$ cat src/rtl/msi_spi_frame.sv
module msi_spi_frame #(
  parameter int          SPI_FIRST   = 64,
  parameter int          SPI_COUNT   = 32,
  parameter logic [31:0] IDENT_VALUE = 32'h0000_0000,
  parameter int          ENCODING    = 0,
  parameter int          ADDR_W      = 13
) (
  input  logic                 clk,
  input  logic                 rst_n,
  input  logic [ADDR_W-1:0]    bus_addr,
  input  logic [31:0]          bus_wdata,
  input  logic                 bus_we,
  output logic [31:0]          bus_rdata,
  output logic [SPI_COUNT-1:0] spi_pulse
);

  localparam int IDX_W = (SPI_COUNT > 1) ? $clog2(SPI_COUNT) : 1;
  localparam logic [32:0] LO = 33'(SPI_FIRST);
  localparam logic [32:0] HI = 33'(SPI_FIRST + SPI_COUNT);
  localparam logic [31:0] TYPE_WORD = {6'b0, 10'(SPI_FIRST), 6'b0, 10'(SPI_COUNT)};
  localparam bit ADDR_ONLY = (ENCODING == 3);

  logic [ADDR_W-3:0] word;
  logic              at_type, at_ident, at_door;
  logic [32:0]       spi_num, rel;
  logic              accept;

  assign word     = bus_addr[ADDR_W-1:2];
  assign at_type  = (32'(word) == 32'h0000_0002);
  assign at_ident = (32'(word) == 32'h0000_03F3);
  assign at_door  = ADDR_ONLY ? 1'b1 : (32'(word) == 32'h0000_0010);

  always_comb begin
    case (ENCODING)
      0:       spi_num = {1'b0, bus_wdata};
      1:       spi_num = {1'b0, bus_wdata} + LO;
      2:       spi_num = {1'b0, bus_wdata} + 33'd32;
      default: spi_num = 33'd32 + 33'(bus_addr >> 3);
    endcase
  end

  assign rel    = spi_num - LO;
  assign accept = bus_we && at_door && (spi_num >= LO) && (spi_num < HI);

  assign bus_rdata = at_type                 ? TYPE_WORD   :
                     (at_ident && !ADDR_ONLY) ? IDENT_VALUE : 32'h0;

  always_ff @(posedge clk) begin
    if (!rst_n) begin
      spi_pulse <= '0;
    end else begin
      spi_pulse <= '0;
      if (accept) spi_pulse[rel[IDX_W-1:0]] <= 1'b1;
    end
  end

  assert_one_line_R11: assert property (@(posedge clk) disable iff (!rst_n)
    $onehot0(spi_pulse));

  assert_pulse_needs_write_R10: assert property (@(posedge clk) disable iff (!rst_n)
    !bus_we |=> (spi_pulse == '0));

  assert_ro_write_quiet_R4: assert property (@(posedge clk) disable iff (!rst_n)
    (!ADDR_ONLY && bus_we && (32'(word) != 32'h0000_0010)) |=> (spi_pulse == '0));

  assert_read_stable_R4: assert property (@(posedge clk) disable iff (!rst_n)
    $stable(bus_addr) |-> $stable(bus_rdata));

endmodule

$ cat config.mk
export PLATFORM = sky130hd
export DESIGN_NAME = msi_spi_frame
export DESIGN_NICKNAME = d
export VERILOG_FILES = /design/src/rtl/msi_spi_frame.sv
export SDC_FILE = /design/constraint.sdc
export NUM_CORES = 1
export LEC_CHECK = 0
export BUFFER_PORTS_ARGS = -buffer_cell sky130_fd_sc_hd__buf_4
export CELL_PAD_IN_SITES_DETAIL_PLACEMENT = 0
export CELL_PAD_IN_SITES_GLOBAL_PLACEMENT = 1
export CORE_UTILIZATION = 27
export CTS_CLUSTER_DIAMETER = 30
export DETAILED_ROUTE_END_ITERATION = 6
export GPL_ROUTABILITY_DRIVEN = 0
export HOLD_SLACK_MARGIN = 0.12
export PLACE_DENSITY = 0.85
export SLEW_MARGIN = 20
export SYNTH_ARGS = -nofsm -noshare
export SYNTH_HDL_FRONTEND = slang
export SYNTH_SLANG_ARGS = --single-unit
$ cat constraint.sdc
create_clock -name clk -period 1.36 [get_ports clk]
set_clock_uncertainty 0.15 [all_clocks]
set_input_delay 0.068 -clock clk [delete_from_list [all_inputs] [get_ports clk]]
set_output_delay 0.068 -clock clk [all_outputs]
set_load 0.01 [all_outputs]
==> results of run 1 <==
[worst max-delay path: cells and delay by family]
kind,cells,cell delay [ps]
buffers and inverters,3,800
AND/OR/NAND/NOR,3,430
[synth_stat cells, drive strengths merged]
| master | instances | area share, % |
|---|---|---|
| buf | 43 | 19 |
| nor4 | 38 | 27 |
| dfxtp | 32 | 37 |
| nand2 | 32 | 7.0 |
| nor3b | 4 | 1.8 |
| and3b | 3 | 1.5 |
| nor3 | 3 | 0.88 |
| nand4 | 2 | 1.1 |
| nor2 | 2 | 0.44 |
| nor2b | 2 | 0.73 |
| and2 | 1 | 0.36 |
| and3 | 1 | 0.36 |
| and4b | 1 | 0.58 |
| clkbuf | 1 | 0.22 |
| conb | 1 | 0.22 |
| nand3 | 1 | 0.58 |
| nor4b | 1 | 0.88 |
[repair_timing]
item / 4_1_cts / 5_1_grt
setup buffers: 0 / 0
endpoints found under the setup margin: 0 / 12
endpoints found under the hold margin: 29 / 16
gates resized for setup: 0 / 7
[through the flow]
step	TNS, ps	hold slack, ps	cells
floorplan	0	119	197
global placement	-191	250	315
detailed placement	-1050	251	315
CTS	0	-3.93	327
global route	-1.96	23.3	327
finish	0	9.02	327
[worst max path at each step]
stage / from / end
final: bus_wdata[1] / spi_pulse[2]$_SDFF_PN0_
after global routing: bus_wdata[1] / spi_pulse[2]$_SDFF_PN0_
after CTS: bus_wdata[1] / spi_pulse[11]$_SDFF_PN0_
after detailed placement: bus_addr[7] / spi_pulse[22]$_SDFF_PN0_
after global placement: bus_addr[7] / spi_pulse[6]$_SDFF_PN0_
after floorplan: bus_addr[7] / bus_rdata[22]
[cell type report]
class	count	area, um^2
clock buffers	6	82.6
well taps	75	93.8
clock inverters	2	10.0
multi-input cells	121	870
repair buffers	91	734
flip-flops and latches	32	641
fillers	613	3590
[logic make-up after synthesis]
family / Yosys count / synth area share [%]
DFF: 32 / 37.3
other: 1 / 0.219
and+or+nand+nor: 91 / 43.0
buffers and inverters: 44 / 19.5
[power groups by stage]
| stage | registers, W | clock network (W) | logic, W |
|---|---|---|---|
| after global routing | 0.000936 | 0.000796 | 0.000257 |
| after global placement | 0.000958 | 0 | 0.000220 |
| after detailed placement | 0.000958 | 0 | 0.000223 |
| after CTS | 0.000937 | 0.000755 | 0.000231 |
| after floorplan | 0.000958 | 0 | 0.000149 |
| final | 0.000937 | 0.000731 | 0.000237 |
[per-layer routing]
layer	routed length (um)	vias up	global-route usage, %
met3	391	8	4.89
met2	1930	79	20.9
met5	0	-	0
met4	77	0	6.14
met1	1460	662	13.0
li1	-	695	-
==> results.toml, run 1 <==
[outcome]
status = "finished clean"

[power_and_ir_drop]
clkPwrFrac_pct = 38.4
power_w = 0.00190
p_sw_w = 0.000444
p_leak_nw = 0.978
p_sw_share_pct = 23.3
peakVddDrop_v = 0.000579
powerDensity_nw_per_um2 = 784
p_int_w = 0.00146
pwr-share-comb_pct = 12.4
pwr-share-seq_pct = 49.2

[place]
place_ws_ps = -93.4
hpwlAfterDp_um = 2900
postPlaceCellArea_um2 = 2270
port_buffers = 79

[routing]
wl_per_cell_um = 11.8
vias = 1444
drt_wl_total_um = 3860
initialDrtViolationCount = 83
ant_nets = 0
drc = 0
dr.pass1.iters = 4
via_per_inst = 4.42

[global_route]
grt_start_max_net_pins = 33
grt_pass1_wl_um = 6030
grt_pass1_vias = 1297
grt.total_usage_pct = 12.2
antenna_found_initial = 0
grt_overflow = 0

[sta]
fin_ws_ps = 97.5
layout_min_cycle_time_ps = 1260
slew_viol_final = 0
fin_crit_sh_pct = 92.8
clock.fmax_ghz = 0.792
hold_violations = 0
setup_viol = 0

[critical_path]
crit_path_top_delay_cell = "dlygate4sd3_1"
path_cells = "dlygate4sd3_1 > buf_6 > nor2b_4 > buf_4 > nand2_1 > nor4_2"
worstSetupPathType = "in -> reg"
cp_max_fo = 4
start_kind = "primary input"
critPathMaxStageDelay_ps = 550
cp.required_ps = 1400
critPathCaptureType = "flop"
crit_arrival_ps = 1300

[cts]
cts_buffer_depth = 2
htree_levels = 2
clk_pin_slew_ps = 60
cts_root_buf = "clkbuf_8"
cts_buffers = 5
cts_sinks = 32
cts_tree = "built"
postCtsHoldBufs = 4

[synthesis]
ys_types = 23
synth_cells = 168
seq_area_frac_synth_pct = 37.3
ys_seq_elements = 32
synth_area_um2 = 1720
yosysWarnings = 0
synth.avg_cell_area_um2 = 10.2

[min_path]
hold-path-endpoint = "spi_pulse[18]$_SDFF_PN0_"
hold_start = "bus_wdata[2]"
hold_depth = 4
hold_path_class = "in -> reg"

[floorplan]
ioPinCount = 112
core-area_um2 = 6030
die_area_um2 = 6680
fp.dieW_um = 81.7
die_h_um = 81.7
start_util_pct = 28.5
rows = 28

[cells_and_area]
final_cell_mix = "buf_4, nor4_2, nand2_1, dfxtp_1, conb_1"
post-route-util_pct = 40.3
final_cell_area_um2 = 2430
final_common_cell = "buf_4"
diodes = 0
top_register = "spi_pulse"
largest_register_ffs = 32
areaGrowthSynthToFinish_pct = 41.7
reg_top3 = "spi_pulse (32)"
nets = 299
drive_gt1_share_pct = 54.0

[flow_run]
drv_cap = 0
Power figures use the tool's default switching activity.
==> inputs of run 2 (changes only) <==
- GPL_TIMING_DRIVEN: not set -> 0
==> run 2 against run 1 <==
- the run now ends with negative hold slack left
- non-clock buffer count is 35 higher
- utilization up 3.9 points
- sequential share of layout area is 2.3 points lower
==> results.toml, run 2 (synthesis results as in run 1) <==
[global_route]
grt_overflow = 0
antenna_found_initial = 0
grt_pass1_vias = 1456
grt_start_max_net_pins = 11
grt.total_usage_pct = 13.0
grt_pass1_wl_um = 6570

[cells_and_area]
drive_gt1_share_pct = 58.7
areaGrowthSynthToFinish_pct = 55.4
post-route-util_pct = 44.2
diodes = 0
final_cell_mix = "buf_4, nor4_2, nand2_1, dfxtp_1, conb_1"
nets = 334
final_common_cell = "buf_4"
reg_top3 = "spi_pulse (32)"
largest_register_ffs = 32
final_cell_area_um2 = 2670
stdcell_count = 361
top_register = "spi_pulse"

[critical_path]
path_cells = "buf_6 > nor4_4 > nand3_2 > nor3b_4 > buf_4 > buf_6"
cp_max_fo = 3
path_delay_family = "simple AND/OR/NAND/NOR gates"
path_depth = 6
start_kind = "primary input"
worstSetupPathType = "in -> out"
critPathMaxStageDelay_ps = 270
worst-path-buf-inv = 3
critPathCaptureType = "output port"
crit_arrival_ps = 1040
crit_path_top_delay_cell = "nor4_4"
cp_common_cell = "buf_6"
cp.required_ps = 1140

[outcome]
status = "finished, violations left"
failed_checks = "negative hold slack"

[routing]
vias = 1495
dr.pass1.iters = 4
drt_wl_total_um = 4110
initialDrtViolationCount = 65
wl_per_cell_um = 11.4
drc = 0
via_per_inst = 4.14
ant_nets = 0

[sta]
layout_min_cycle_time_ps = 1260
rsz0062_at_grt = "no"
tightest_slew_ps = 627
slew_viol_final = 0
setup_viol = 0
holdWs_ps = -4.85
fin_crit_sh_pct = 92.4
hold_violations = 2
clock.fmax_ghz = 0.795
relSlewSlack_pct = 58.1

[cts]
cts_buffer_depth = 2
cts_sinks = 32
htree_levels = 2
cts_buffers = 5
cts_root_buf = "clkbuf_8"
cts_tree = "built"
clk_pin_slew_ps = 60

[floorplan]
rows = 28
fp.dieW_um = 81.7
die_area_um2 = 6680
ioPinCount = 112
die_h_um = 81.7
core-area_um2 = 6030
start_util_pct = 28.5

[flow_run]
drv_cap = 0

[min_path]
hold_depth = 4
hold_path_class = "in -> reg"

[place]
hpwlAfterDp_um = 3250
port_buffers = 79
dp.cells = 351
postPlaceCellArea_um2 = 2510

[power_and_ir_drop]
p_leak_nw = 1.13
peakVddDrop_v = 0.000501
powerDensity_nw_per_um2 = 744
==> run 2: layout make-up <==
cell class              instances  area (um^2)
plain buffers                  43          323
clock buffers                   7         96.3
fillers                       607         3360
multi-input cells             121          870
flip-flops and latches         32          641
well taps                      75         93.8
repair buffers                 83          642
==> run 2: final timing paths <==
path                                  endpoint  slack (ps)         start
worst max-delay path              bus_rdata[5]         100   bus_addr[7]
worst min-delay path  spi_pulse[19]$_SDFF_PN0_          -5  bus_wdata[3]
==> run 2: what timing repair did <==
action / in CTS / in global routing
buffers inserted: 2 / 2
endpoints found under the hold margin: 23 / 22
resized for setup: 8 / 1
pin swaps: 3 / 4
endpoints found under the setup margin: 2 / 18
==> run 2: where the power goes <==
group          total, W  switching, W  leakage (nW)  internal [W]
logic          0.000288      0.000124         0.826      0.000164
clock network  0.000758      0.000309        0.0503      0.000449
registers      0.000937             0         0.258      0.000937
total           0.00198      0.000433          1.13       0.00155
==> run 2: per-stage QoR <==
step	setup TNS, ps	power [W]	setup WS [ps]	hold slack [ps]
5_1_grt	0	0.00208	9.18	-3.04
3_3_place_gp	-4300	0.00123	-270	291
4_1_cts	-29.0	0.00201	-16.0	-21.2
3_5_place_dp	-5670	0.00123	-339	287
6_report	0	0.00198	103	-4.85
2_1_floorplan	0	0.00111	45.9	119
==> run 2: metal layers <==
metal	vias to the layer above	routed length [um]	global-route usage [%]
met2	73	1990	22.4
met5	-	0	0
met3	6	451	4.89
li1	765	-	-
met4	0	80	5.79
met1	651	1590	14.2
